<file path="src/rtl/tlc_pkg.sv">
package tlc_pkg;
  localparam int ENTRY_W  = 64;
  localparam int CHUNK_LG = 12;
  localparam int TAGF_W   = 12;
  localparam int IDX_W    = CHUNK_LG - 3;
  localparam logic [2:0] LVL_LEAFPAR = 3'd4;
  localparam logic [2:0] LVL_LAST    = 3'd2;

  typedef enum logic [3:0] {
    ST_IDLE, ST_RD_ENT, ST_WT_ENT, ST_RD_VEC, ST_WT_VEC, ST_WR_VEC,
    ST_WR_ENT, ST_FREE, ST_SCAN_RD, ST_SCAN_WT, ST_WR_PAR
  } tlc_state_e;
endpackage

</file>
<file path="src/rtl/tlc_line_judge.sv">
// Decides whether an evicted line is uniform and equal to the inline tag.
module tlc_line_judge #(
  parameter int LINE_W = 512,
  parameter int TAGF_W = 12
) (
  input  logic [LINE_W-1:0] line,
  input  logic [1:0]        mode,
  input  logic [TAGF_W-1:0] tag_field,
  output logic              match
);
  logic [3:0] uni;
  logic [3:0] eq;

  for (genvar k = 0; k < 3; k++) begin : g_width
    localparam int W = 1 << k;
    assign uni[k] = (line == {(LINE_W / W){line[W-1:0]}});
    assign eq[k]  = (tag_field == TAGF_W'(line[W-1:0]));
  end
  assign uni[3] = 1'b0;
  assign eq[3]  = 1'b0;

  assign match = uni[mode] & eq[mode];
endmodule

</file>
<file path="src/rtl/tlc_entry_split.sv">
// Field view of a table entry word.
module tlc_entry_split #(
  parameter int AW = 40
) (
  input  logic [tlc_pkg::ENTRY_W-1:0] word,
  output logic                        is_null,
  output logic [tlc_pkg::TAGF_W-1:0]  tag,
  output logic [AW-1:0]               chunk
);
  import tlc_pkg::*;
  assign is_null = (word[ENTRY_W-1:CHUNK_LG] == '0);
  assign tag     = word[TAGF_W-1:0];
  assign chunk   = {word[AW-1:CHUNK_LG], {CHUNK_LG{1'b0}}};
endmodule

</file>
<file path="src/rtl/tlc_scan_idx.sv">
// Entry index and byte offset inside a 4 KB subtable during a scan.
module tlc_scan_idx (
  input  logic                         clk,
  input  logic                         rst_n,
  input  logic                         clear,
  input  logic                         step,
  input  logic                         wide,
  output logic [tlc_pkg::IDX_W-1:0]    idx,
  output logic [tlc_pkg::CHUNK_LG-1:0] offset,
  output logic                         last
);
  import tlc_pkg::*;
  localparam logic [IDX_W-1:0] LAST_NARROW = '1;
  localparam logic [IDX_W-1:0] LAST_WIDE   = {1'b0, {(IDX_W-1){1'b1}}};

  always_ff @(posedge clk) begin
    if (!rst_n)     idx <= '0;
    else if (clear) idx <= '0;
    else if (step)  idx <= idx + 1'b1;
  end

  assign offset = wide ? {idx[IDX_W-2:0], 4'b0000} : {idx, 3'b000};
  assign last   = wide ? (idx == LAST_WIDE) : (idx == LAST_NARROW);
endmodule

</file>
<file path="src/rtl/tlc_engine.sv">
module tlc_engine #(
  parameter int AW     = 40,
  parameter int LINE_W = 512
) (
  input  logic              clk,
  input  logic              rst_n,
  input  logic              wb_valid,
  output logic              wb_ready,
  input  logic [LINE_W-1:0] wb_line,
  input  logic [1:0]        wb_mode,
  input  logic [5:0]        wb_idx,
  input  logic [AW-1:0]     wb_ette_addr,
  input  logic [3*AW-1:0]   wb_path,
  output logic              busy,
  output logic              mem_req_valid,
  input  logic              mem_req_ready,
  output logic              mem_req_we,
  output logic [AW-1:0]     mem_req_addr,
  output logic [63:0]       mem_req_wdata,
  input  logic              mem_rsp_valid,
  input  logic [63:0]       mem_rsp_data,
  output logic              free_valid,
  input  logic              free_ready,
  output logic [AW-1:0]     free_addr
);
  import tlc_pkg::*;

  localparam logic [AW-1:0] VEC_OFS = AW'(8);

  tlc_state_e          st;
  logic [LINE_W-1:0]   line_q;
  logic [1:0]          mode_q;
  logic [5:0]          idx_q;
  logic [AW-1:0]       ette_q;
  logic [3*AW-1:0]     path_q;
  logic [ENTRY_W-1:0]  ent_q;
  logic [63:0]         vec_q;
  logic [2:0]          lvl_q;
  logic [AW-1:0]       base_q;
  logic [AW-1:0]       chunk_q;
  logic [TAGF_W-1:0]   common_q;
  logic                go_scan_q;

  // owning entry fields
  logic                ent_null;
  logic [TAGF_W-1:0]   ent_tag;
  logic [AW-1:0]       ent_chunk;

  tlc_entry_split #(.AW(AW)) u_ent (
    .word(ent_q), .is_null(ent_null), .tag(ent_tag), .chunk(ent_chunk)
  );

  logic line_match;
  tlc_line_judge #(.LINE_W(LINE_W), .TAGF_W(TAGF_W)) u_judge (
    .line(line_q), .mode(mode_q), .tag_field(ent_tag), .match(line_match)
  );

  logic [63:0] vec_new;
  always_comb begin
    vec_new = vec_q;
    vec_new[idx_q] = line_match;
  end

  logic leaf_go;
  assign leaf_go = line_match & ~vec_q[idx_q] & (&vec_new) & ~ent_null;

  // scan position
  logic [IDX_W-1:0]    sc_idx;
  logic [CHUNK_LG-1:0] sc_ofs;
  logic                sc_last;
  logic                sc_clear;
  logic                sc_step;
  logic                sc_wide;
  logic                rsp_null;
  logic [TAGF_W-1:0]   rsp_tag;
  logic                sc_bad;

  assign sc_wide  = (lvl_q == LVL_LEAFPAR);
  assign rsp_null = (mem_rsp_data[ENTRY_W-1:CHUNK_LG] == '0);
  assign rsp_tag  = mem_rsp_data[TAGF_W-1:0];
  assign sc_bad   = ~rsp_null | ((sc_idx != '0) & (rsp_tag != common_q));
  assign sc_clear = (st == ST_FREE) & free_ready;
  assign sc_step  = (st == ST_SCAN_WT) & mem_rsp_valid & ~sc_bad & ~sc_last;

  tlc_scan_idx u_scan (
    .clk(clk), .rst_n(rst_n), .clear(sc_clear), .step(sc_step), .wide(sc_wide),
    .idx(sc_idx), .offset(sc_ofs), .last(sc_last)
  );

  // path entry one level above the subtable under scan
  logic [AW-1:0] parent_addr;
  always_comb begin
    case (lvl_q)
      3'd4:    parent_addr = wb_path_slot(path_q, 2);
      3'd3:    parent_addr = wb_path_slot(path_q, 1);
      default: parent_addr = wb_path_slot(path_q, 0);
    endcase
  end

  function automatic logic [AW-1:0] wb_path_slot(input logic [3*AW-1:0] p, input int s);
    return p[s*AW +: AW];
  endfunction

  function automatic logic [AW-1:0] chunk_of(input logic [AW-1:0] a);
    return {a[AW-1:CHUNK_LG], {CHUNK_LG{1'b0}}};
  endfunction

  // request outputs
  always_comb begin
    mem_req_valid = 1'b0;
    mem_req_we    = 1'b0;
    mem_req_addr  = '0;
    mem_req_wdata = '0;
    case (st)
      ST_RD_ENT:  begin mem_req_valid = 1'b1; mem_req_addr = ette_q; end
      ST_RD_VEC:  begin mem_req_valid = 1'b1; mem_req_addr = ette_q + VEC_OFS; end
      ST_WR_VEC:  begin
        mem_req_valid = 1'b1; mem_req_we = 1'b1;
        mem_req_addr  = ette_q + VEC_OFS; mem_req_wdata = vec_new;
      end
      ST_WR_ENT:  begin
        mem_req_valid = 1'b1; mem_req_we = 1'b1;
        mem_req_addr  = ette_q; mem_req_wdata = ENTRY_W'(ent_tag);
      end
      ST_SCAN_RD: begin mem_req_valid = 1'b1; mem_req_addr = base_q + AW'(sc_ofs); end
      ST_WR_PAR:  begin
        mem_req_valid = 1'b1; mem_req_we = 1'b1;
        mem_req_addr  = parent_addr; mem_req_wdata = ENTRY_W'(common_q);
      end
      default: ;
    endcase
  end

  assign free_valid = (st == ST_FREE);
  assign free_addr  = chunk_q;
  assign wb_ready   = (st == ST_IDLE);
  assign busy       = (st != ST_IDLE);

  always_ff @(posedge clk) begin
    if (!rst_n) begin
      st        <= ST_IDLE;
      line_q    <= '0;
      mode_q    <= '0;
      idx_q     <= '0;
      ette_q    <= '0;
      path_q    <= '0;
      ent_q     <= '0;
      vec_q     <= '0;
      lvl_q     <= '0;
      base_q    <= '0;
      chunk_q   <= '0;
      common_q  <= '0;
      go_scan_q <= 1'b0;
    end else begin
      case (st)
        ST_IDLE: if (wb_valid) begin
          line_q <= wb_line;
          mode_q <= wb_mode;
          idx_q  <= wb_idx;
          ette_q <= wb_ette_addr;
          path_q <= wb_path;
          st     <= ST_RD_ENT;
        end
        ST_RD_ENT: if (mem_req_ready) st <= ST_WT_ENT;
        ST_WT_ENT: if (mem_rsp_valid) begin
          ent_q <= mem_rsp_data;
          st    <= ST_RD_VEC;
        end
        ST_RD_VEC: if (mem_req_ready) st <= ST_WT_VEC;
        ST_WT_VEC: if (mem_rsp_valid) begin
          vec_q <= mem_rsp_data;
          st    <= ST_WR_VEC;
        end
        ST_WR_VEC: if (mem_req_ready) st <= leaf_go ? ST_WR_ENT : ST_IDLE;
        ST_WR_ENT: if (mem_req_ready) begin
          chunk_q   <= ent_chunk;
          go_scan_q <= 1'b1;
          lvl_q     <= LVL_LEAFPAR;
          base_q    <= chunk_of(ette_q);
          st        <= ST_FREE;
        end
        ST_FREE: if (free_ready) st <= go_scan_q ? ST_SCAN_RD : ST_IDLE;
        ST_SCAN_RD: if (mem_req_ready) st <= ST_SCAN_WT;
        ST_SCAN_WT: if (mem_rsp_valid) begin
          if (sc_idx == '0) common_q <= rsp_tag;
          if (sc_bad)       st <= ST_IDLE;
          else if (sc_last) st <= ST_WR_PAR;
          else              st <= ST_SCAN_RD;
        end
        ST_WR_PAR: if (mem_req_ready) begin
          chunk_q <= base_q;
          if (lvl_q == LVL_LAST) begin
            go_scan_q <= 1'b0;
          end else begin
            go_scan_q <= 1'b1;
            lvl_q     <= lvl_q - 3'd1;
            base_q    <= chunk_of(parent_addr);
          end
          st <= ST_FREE;
        end
        default: st <= ST_IDLE;
      endcase
    end
  end
endmodule

</file>
<file path="config.mk">
export PLATFORM = sky130hd
export DESIGN_NAME = tlc_engine
export DESIGN_NICKNAME = d
export VERILOG_FILES = /design/src/rtl/tlc_pkg.sv /design/src/rtl/tlc_line_judge.sv /design/src/rtl/tlc_entry_split.sv /design/src/rtl/tlc_scan_idx.sv /design/src/rtl/tlc_engine.sv
export SDC_FILE = /design/constraint.sdc
export NUM_CORES = 2
export LEC_CHECK = 0
export BUFFER_PORTS_ARGS = -buffer_cell sky130_fd_sc_hd__buf_2
export CAP_MARGIN = 5
export CORE_AREA = 10 10 346 348
export CTS_CLUSTER_DIAMETER = 80
export DETAILED_ROUTE_END_ITERATION = 8
export DIE_AREA = 0 0 356 358
export GPL_ROUTABILITY_DRIVEN = 0
export PLACE_DENSITY_LB_ADDON = 0.25
export REMOVE_ABC_BUFFERS = 1
export SKIP_CTS_REPAIR_TIMING = 1
export SYNTH_ARGS = -nofsm -noshare
export SYNTH_HDL_FRONTEND = slang
export SYNTH_SLANG_ARGS = --single-unit
</file>
<file path="constraint.sdc">
create_clock -name clk -period 9.6 [get_ports clk]
set_input_delay 1.92 -clock clk [delete_from_list [all_inputs] [get_ports clk]]
set_output_delay 1.92 -clock clk [all_outputs]
set_load 0.03 [all_outputs]
</file>
Yosys cells after proc, flatten, opt, wreduce, memory -nomap -nowiden
Index checks and enable logic that the tools add are counted.
Storage, ports and cells
  flip-flop bits (word level): 917
  bits in latches: 0
  bits in writable memories: 0
  ROM bits: 0
  output and inout port bits: 149
  memories: 0
Cells by class
  add/subtract/negate cells: 4
  multipliers: 0
  divide/modulo/power cells: 0
  magnitude comparators: 3
  equal/unequal tests: 35
  shift operators: 0
  mux-type cells: 46
  bitwise gates (word level): 16
  reduce and logical (&&, ||, !) cells: 22
Operators by type and width (count)
  511-bit equality test: 1
  510-bit equality test: 1
  508-bit equality test: 1
  40-bit one-hot mux with 2 select lines: 3
  40-bit 2-to-1 mux: 5
  64-bit one-hot mux with 3 select lines: 1
  40-bit one-hot mux with 4 select lines: 1
  52-bit zero test: 2
  64-bit bitwise mux: 1
  64-bit AND reduction: 1
  4-bit 2-to-1 mux: 12
  40-bit by 12-bit adder with 40-bit output: 1
  40-bit by 4-bit adder with 40-bit output, second input constant: 1
  4-bit one-hot mux with 10 select lines: 1
  2-bit != test, second input constant: 11
  4-bit by 3-bit equality test with 1-bit output, second input constant: 4
  12-bit by 1-bit equality test with 1-bit output: 1
  12-bit by 2-bit equality test with 1-bit output: 1
  12-bit by 4-bit equality test with 1-bit output: 1
  4-bit equality test, second input constant: 3
  12-bit 2-to-1 mux: 1
  3-bit 2-to-1 mux: 4
  12-bit != test: 1
  1-bit 2-to-1 mux: 10
  other kinds (34): 57

Depth between registers and ports, before layout
  depth in word-level cells: 11
  depth in mapped cells: 13

Cells and area by module
From an unflattened synthesis, not the netlist that was laid out.
Unflattened totals
  cells, all modules: 6012
  area, all modules: 43993.4 sq um
By module, submodules not included
  tlc_engine: times used 1, cells an instance 4881, area each 36921.7 sq um, sequential area each 17937.2 sq um
  tlc_line_judge: times used 1, cells an instance 1000, area each 6014.5 sq um, sequential area each 0.0 sq um
  tlc_scan_idx: times used 1, cells an instance 60, area each 541.8 sq um, sequential area each 180.2 sq um
  tlc_entry_split: times used 1, cells an instance 71, area each 515.5 sq um, sequential area each 0.0 sq um

Worst setup path after synthesis
No wires, ideal clock.
  path type: flip-flop to output port
  start point: register line_q[0]
  end point: output port mem_req_wdata[3]
  arrival time: 3.287 ns
  data required time: 7.680 ns
  path slack: 4.393 ns
  cell stages (with the launch flop): 12
  buffers on the path: 2
  cell sequence: dfxtp_1 > buf_2 > or4_1 > mux2i_1 > o2111ai_1 > nor4_1 > o2111ai_1 > o41ai_1 > o22ai_1 > or2_1 > buf_6 > o21ai_0
On the way
  longest elaborated chain between the ends: 6
  elaborated cells between the ends (all ways): 13
  classes of those cells: eq/ne (6); mux (6); bitwise (1)
RTL lines
  from (decl): RTL line tlc_engine.sv:31  | logic [LINE_W-1:0] line_q;
  from (signal assigned): RTL line tlc_engine.sv:157  | line_q <= wb_line;
  511-bit equality test, or another cell as far along: RTL line tlc_line_judge.sv:16  | assign uni[k] = (line == {(LINE_W / W){line[W-1:0]}});
  1-bit binary-select mux with 2-bit select: RTL line tlc_line_judge.sv:22  | assign match = uni[mode] & eq[mode];
  1-bit 2-to-1 mux (implied by the code): RTL line tlc_line_judge.sv:22
  1-bit AND (*): RTL line tlc_line_judge.sv:22
  64-bit bitwise mux (*): RTL line tlc_engine.sv:61  | vec_new[idx_q] = line_match;
  64-bit one-hot mux with 3 select lines (*): RTL line tlc_engine.sv:114  | case (st)
  to (decl): RTL line tlc_engine.sv:19  | output logic [63:0] mem_req_wdata,
Mark *: on every way between the ends. The rest lies on a longest branch, timed or not. The select of a mux whose other input is x is not followed.

Worst setup path in the final report
  start point: register line_q[0]
  end point: output port mem_req_wdata[8]
The elaborated chain is that of the path after synthesis.

==> impl_metrics.csv <==
group,metric,value,unit
run_status,outcome,"finished, violations left",
run_status,violations,"design-rule violations",
route,drt_iter0_markers,5820,
power,cell_internal_pwr,8.32,mW
timing,hold_ws,0.453,ns
power,power_density,279,nW/um^2
finish,nets,7313,
power,p_leak,18.9,nW
timing,tightest_slew,1.23,ns
finish,areaGrowthSynthToFinish,21.0,%
job,max_cap_violations,0,
timing,rsz0062_at_grt,"no",
hold_path,min_path_type,"flip-flop to flip-flop",
placed_design,dpl_cell_area,47400,sq um
worst_setup_path,cp-start-kind,"flip-flop",
floorplan,initial_core_util,37.5,%
finish,fin_area,51000,sq um
power,p_seq_share,37.7,%
route,drc,1,
finish,final_cells,8181,
yosys,syn_inst,5944,
floorplan,core,112000,sq um
power,pwr-share-clk,28.5,%
power,swShare,41.6,%
timing,post-route-period-util,81.5,%
yosys,yosys-top-cells-count,"nand2_1 (2028), a21oi_1 (1040), dfxtp_1 (893)",
timing,fmax,128,MHz
global_routing,grt_pass1_vias,43800,
cts,cts_tree,"built",
worst_setup_path,crit_arrival,5.90,ns
finish,drive_gt1_share,17.3,%
worst_setup_path,ff2ff_path_depth,11,
placed_design,hpwl,149000,microns
timing,skew,0.0455,ns
timing,fin_crit,7.82,ns
route,vias,47200,
floorplan,die_area,127000,sq um
route,viasPerCell,5.77,
global_routing,grt_use_total,28.8,%
worst_setup_path,endpoint,"mem_req_wdata[8]",
placed_design,placed_cells_incl_taps,7952,
placed_design,io_buffers,886,
yosys,synth_top_area_share,42.4,%
yosys,synthFlopType,"dfxtp_1",
yosys,syn-cell-area,42100,sq um
yosys,ys_warn_count,0,
worst_setup_path,r2r-start,"line_q[0]$_SDFFE_PN0P_",
worst_setup_path,crit_path_end_kind,"output pin",
timing,report.final.setup_viol,0,
route,drtAntennaViolNets,0,
yosys,synthTopCellsByArea,"dfxtp_1 (42%), nand2_1 (18%), a21oi_1 (12%), clkbuf_1 (3.5%), nor4_1 (2.3%)",
global_routing,gr-total-overflow,0,
global_routing,grt_max_degree,234,
cts,clk_pin_slew_worst_paths,0.06,ns
cts,clock_latency,0.69,ns
cts,cts_made_buffers,102,
floorplan,io_pins,899,
cts,clock_sinks,893,
floorplan,die_y,358,microns
timing,relSlewSlack,18.3,%
global_routing,grt_pass1_wl,283000,microns
yosys,ys_seq_elements,893,
route,wirelength,196000,microns
global_routing,grt_antenna_before_repair,64,
cts,clock_path_buffers,3,
yosys,synth_top_area_cell,"dfxtp_1",
worst_setup_path,crit_start,"line_q[0]$_SDFFE_PN0P_",
timing,finalMaxSlewViolations,0,
route,firstDrtPassIters,9,
timing,hold_violations,0,
power,switching_power,5.91,mW
floorplan,row_count,123,
power,vdd_drop_max,0.210,mV
worst_setup_path,critPathRequiredTime,7.68,ns
cts,root_buffer,"clkbuf_16",
worst_setup_path,cp_max_fo,89,
worst_setup_path,critical_path_class,"flip-flop to output pin",
yosys,synth_edf_count,0,
yosys,yosysMostFrequentCell,"nand2_1",
worst_setup_path,r2r_slack,4.96,ns
route,wire_per_inst,24.0,microns
yosys,synth_cell_types,69,
yosys,yosysSeqAreaShare,42.4,%
worst_setup_path,r2r_end,"st[2]$_SDFFE_PN0P_",
power,combinationalPowerShare,33.8,%
cts,htree_levels,3,
yosys,syn_area_per_cell,7.09,sq um
floorplan,die_x,356,microns
yosys,ys_async_sr_fraction,0,%
==> placed cells by master, fill, tap and decap left out, types with 10 or more instances in the layout <==
cell       count
buf_2        886
diode_2       41
mux2i_1       55
conb_1        12
nor2_1       193
a22o_1        11
a22oi_1       45
a221oi_1      20
buf_4         53
or3_1         66
nand2_1     2026
a311oi_1      28
nand2b_1      12
dfxtp_1      889
o211ai_1      33
or4_1        100
and3_1        33
nand4_1      143
a21oi_1     1038
xnor2_1       22
inv_1         20
clkbuf_8      20
o2111ai_1     10
o21ai_0       79
clkbuf_1      26
nor3_1       127
nand3_1      143
clkinv_2      12
xor2_1        22
and4_1        11
o22ai_1       38
nor4_1       152
a31oi_1       34
clkbuf_16    104
==> state kept, by name, summed over array words and instances (netlist names) <==
name,flops
base_q,28
common_q,12
ent_q,64
ette_q,40
free_addr,28
go_scan_q,1
idx_q,6
line_q,512
lvl_q,3
mode_q,2
path_q,120
st,4
u_scan.idx,9
vec_q,64
==> worst min path at each step <==
stage	startpoint	slack (ns)	to	cells after the start
2_1_floorplan	ent_q[43]$_SDFFE_PN0P_	0.44	ent_q[43]$_SDFFE_PN0P_	2
3_3_place_gp	ent_q[43]$_SDFFE_PN0P_	0.44	ent_q[43]$_SDFFE_PN0P_	2
3_5_place_dp	path_q[44]$_SDFFE_PN0P_	0.45	path_q[44]$_SDFFE_PN0P_	2
4_1_cts	path_q[44]$_SDFFE_PN0P_	0.45	path_q[44]$_SDFFE_PN0P_	2
5_1_grt	path_q[51]$_SDFFE_PN0P_	0.47	path_q[51]$_SDFFE_PN0P_	2
6_report	path_q[61]$_SDFFE_PN0P_	0.45	path_q[61]$_SDFFE_PN0P_	2
==> power groups by stage <==
stage / Clock, mW / Sequential, mW / Combinational (mW)
floorplan: 0 / 4.96 / 3.42
global placement: 0 / 5.37 / 4.66
detailed placement: 0 / 5.40 / 4.71
CTS: 4.10 / 5.32 / 4.73
global route: 4.26 / 5.44 / 5.24
finish: 4.05 / 5.37 / 4.81
==> final cells by class <==
cell class	count	area, sq um
diodes	41	103
clock buffers	150	2980
clock inverters	38	509
fillers	11600	61300
inverters	21	86.3
multi-input cells	4592	22600
flip-flops and latches	893	17900
well taps	1500	1880
repair buffers	946	4970
==> metrics by stage <==
| step | TNS, ns | setup WS (ns) | power, mW | utilization (%) |
|---|---|---|---|---|
| finish | 0 | 1.78 | 14.2 | 45.4 |
| global route | 0 | 1.36 | 14.9 | 45.4 |
| floorplan | -2732.69 | -4.02 | 8.38 | - |
| CTS | 0 | 1.76 | 14.2 | 45.3 |
| global placement | 0 | 2.69 | 10.0 | 42.2 |
| detailed placement | 0 | 2.56 | 10.1 | 42.2 |
==> metal layers <==
metal  vias to the layer above  wire (microns)  part of all wire [%]  global-route usage (%)
met5                         -             216                  0.11                       0
met4                        34           12100                   6.2                    16.8
met3                       572           20300                    10                    7.52
met2                      2608           89100                    45                    46.2
met1                     22000           74300                    38                    34.7
li1                      22000               -                     -                       -
==> worst max-delay path, cell delays in order, from the launching register on <==
cell,delay [ns]
dfxtp_4,0.73
buf_4,0.78
nand3_1,0.14
o22ai_1,0.22
nand2_1,0.07
nor4_1,0.47
nand4_1,0.32
nor4_1,0.58
o22ai_4,0.14
buf_4,0.31
or2_1,0.68
o31ai_1,0.44
buf_2,0.26
==> kinds of logic after synthesis <==
group           count (synthesis)  share of synthesized area, %
simple gates                 3052                          31.8
compound gates               1417                          18.9
mux                            60                          1.44
xor+xnor                       44                         0.914
buf+inv                       470                          4.38
fa+ha+maj                       7                         0.208
other cells                     1                       0.00890
flops                         893                          42.4
No activity file was read; power rests on OpenSTA's default activity.
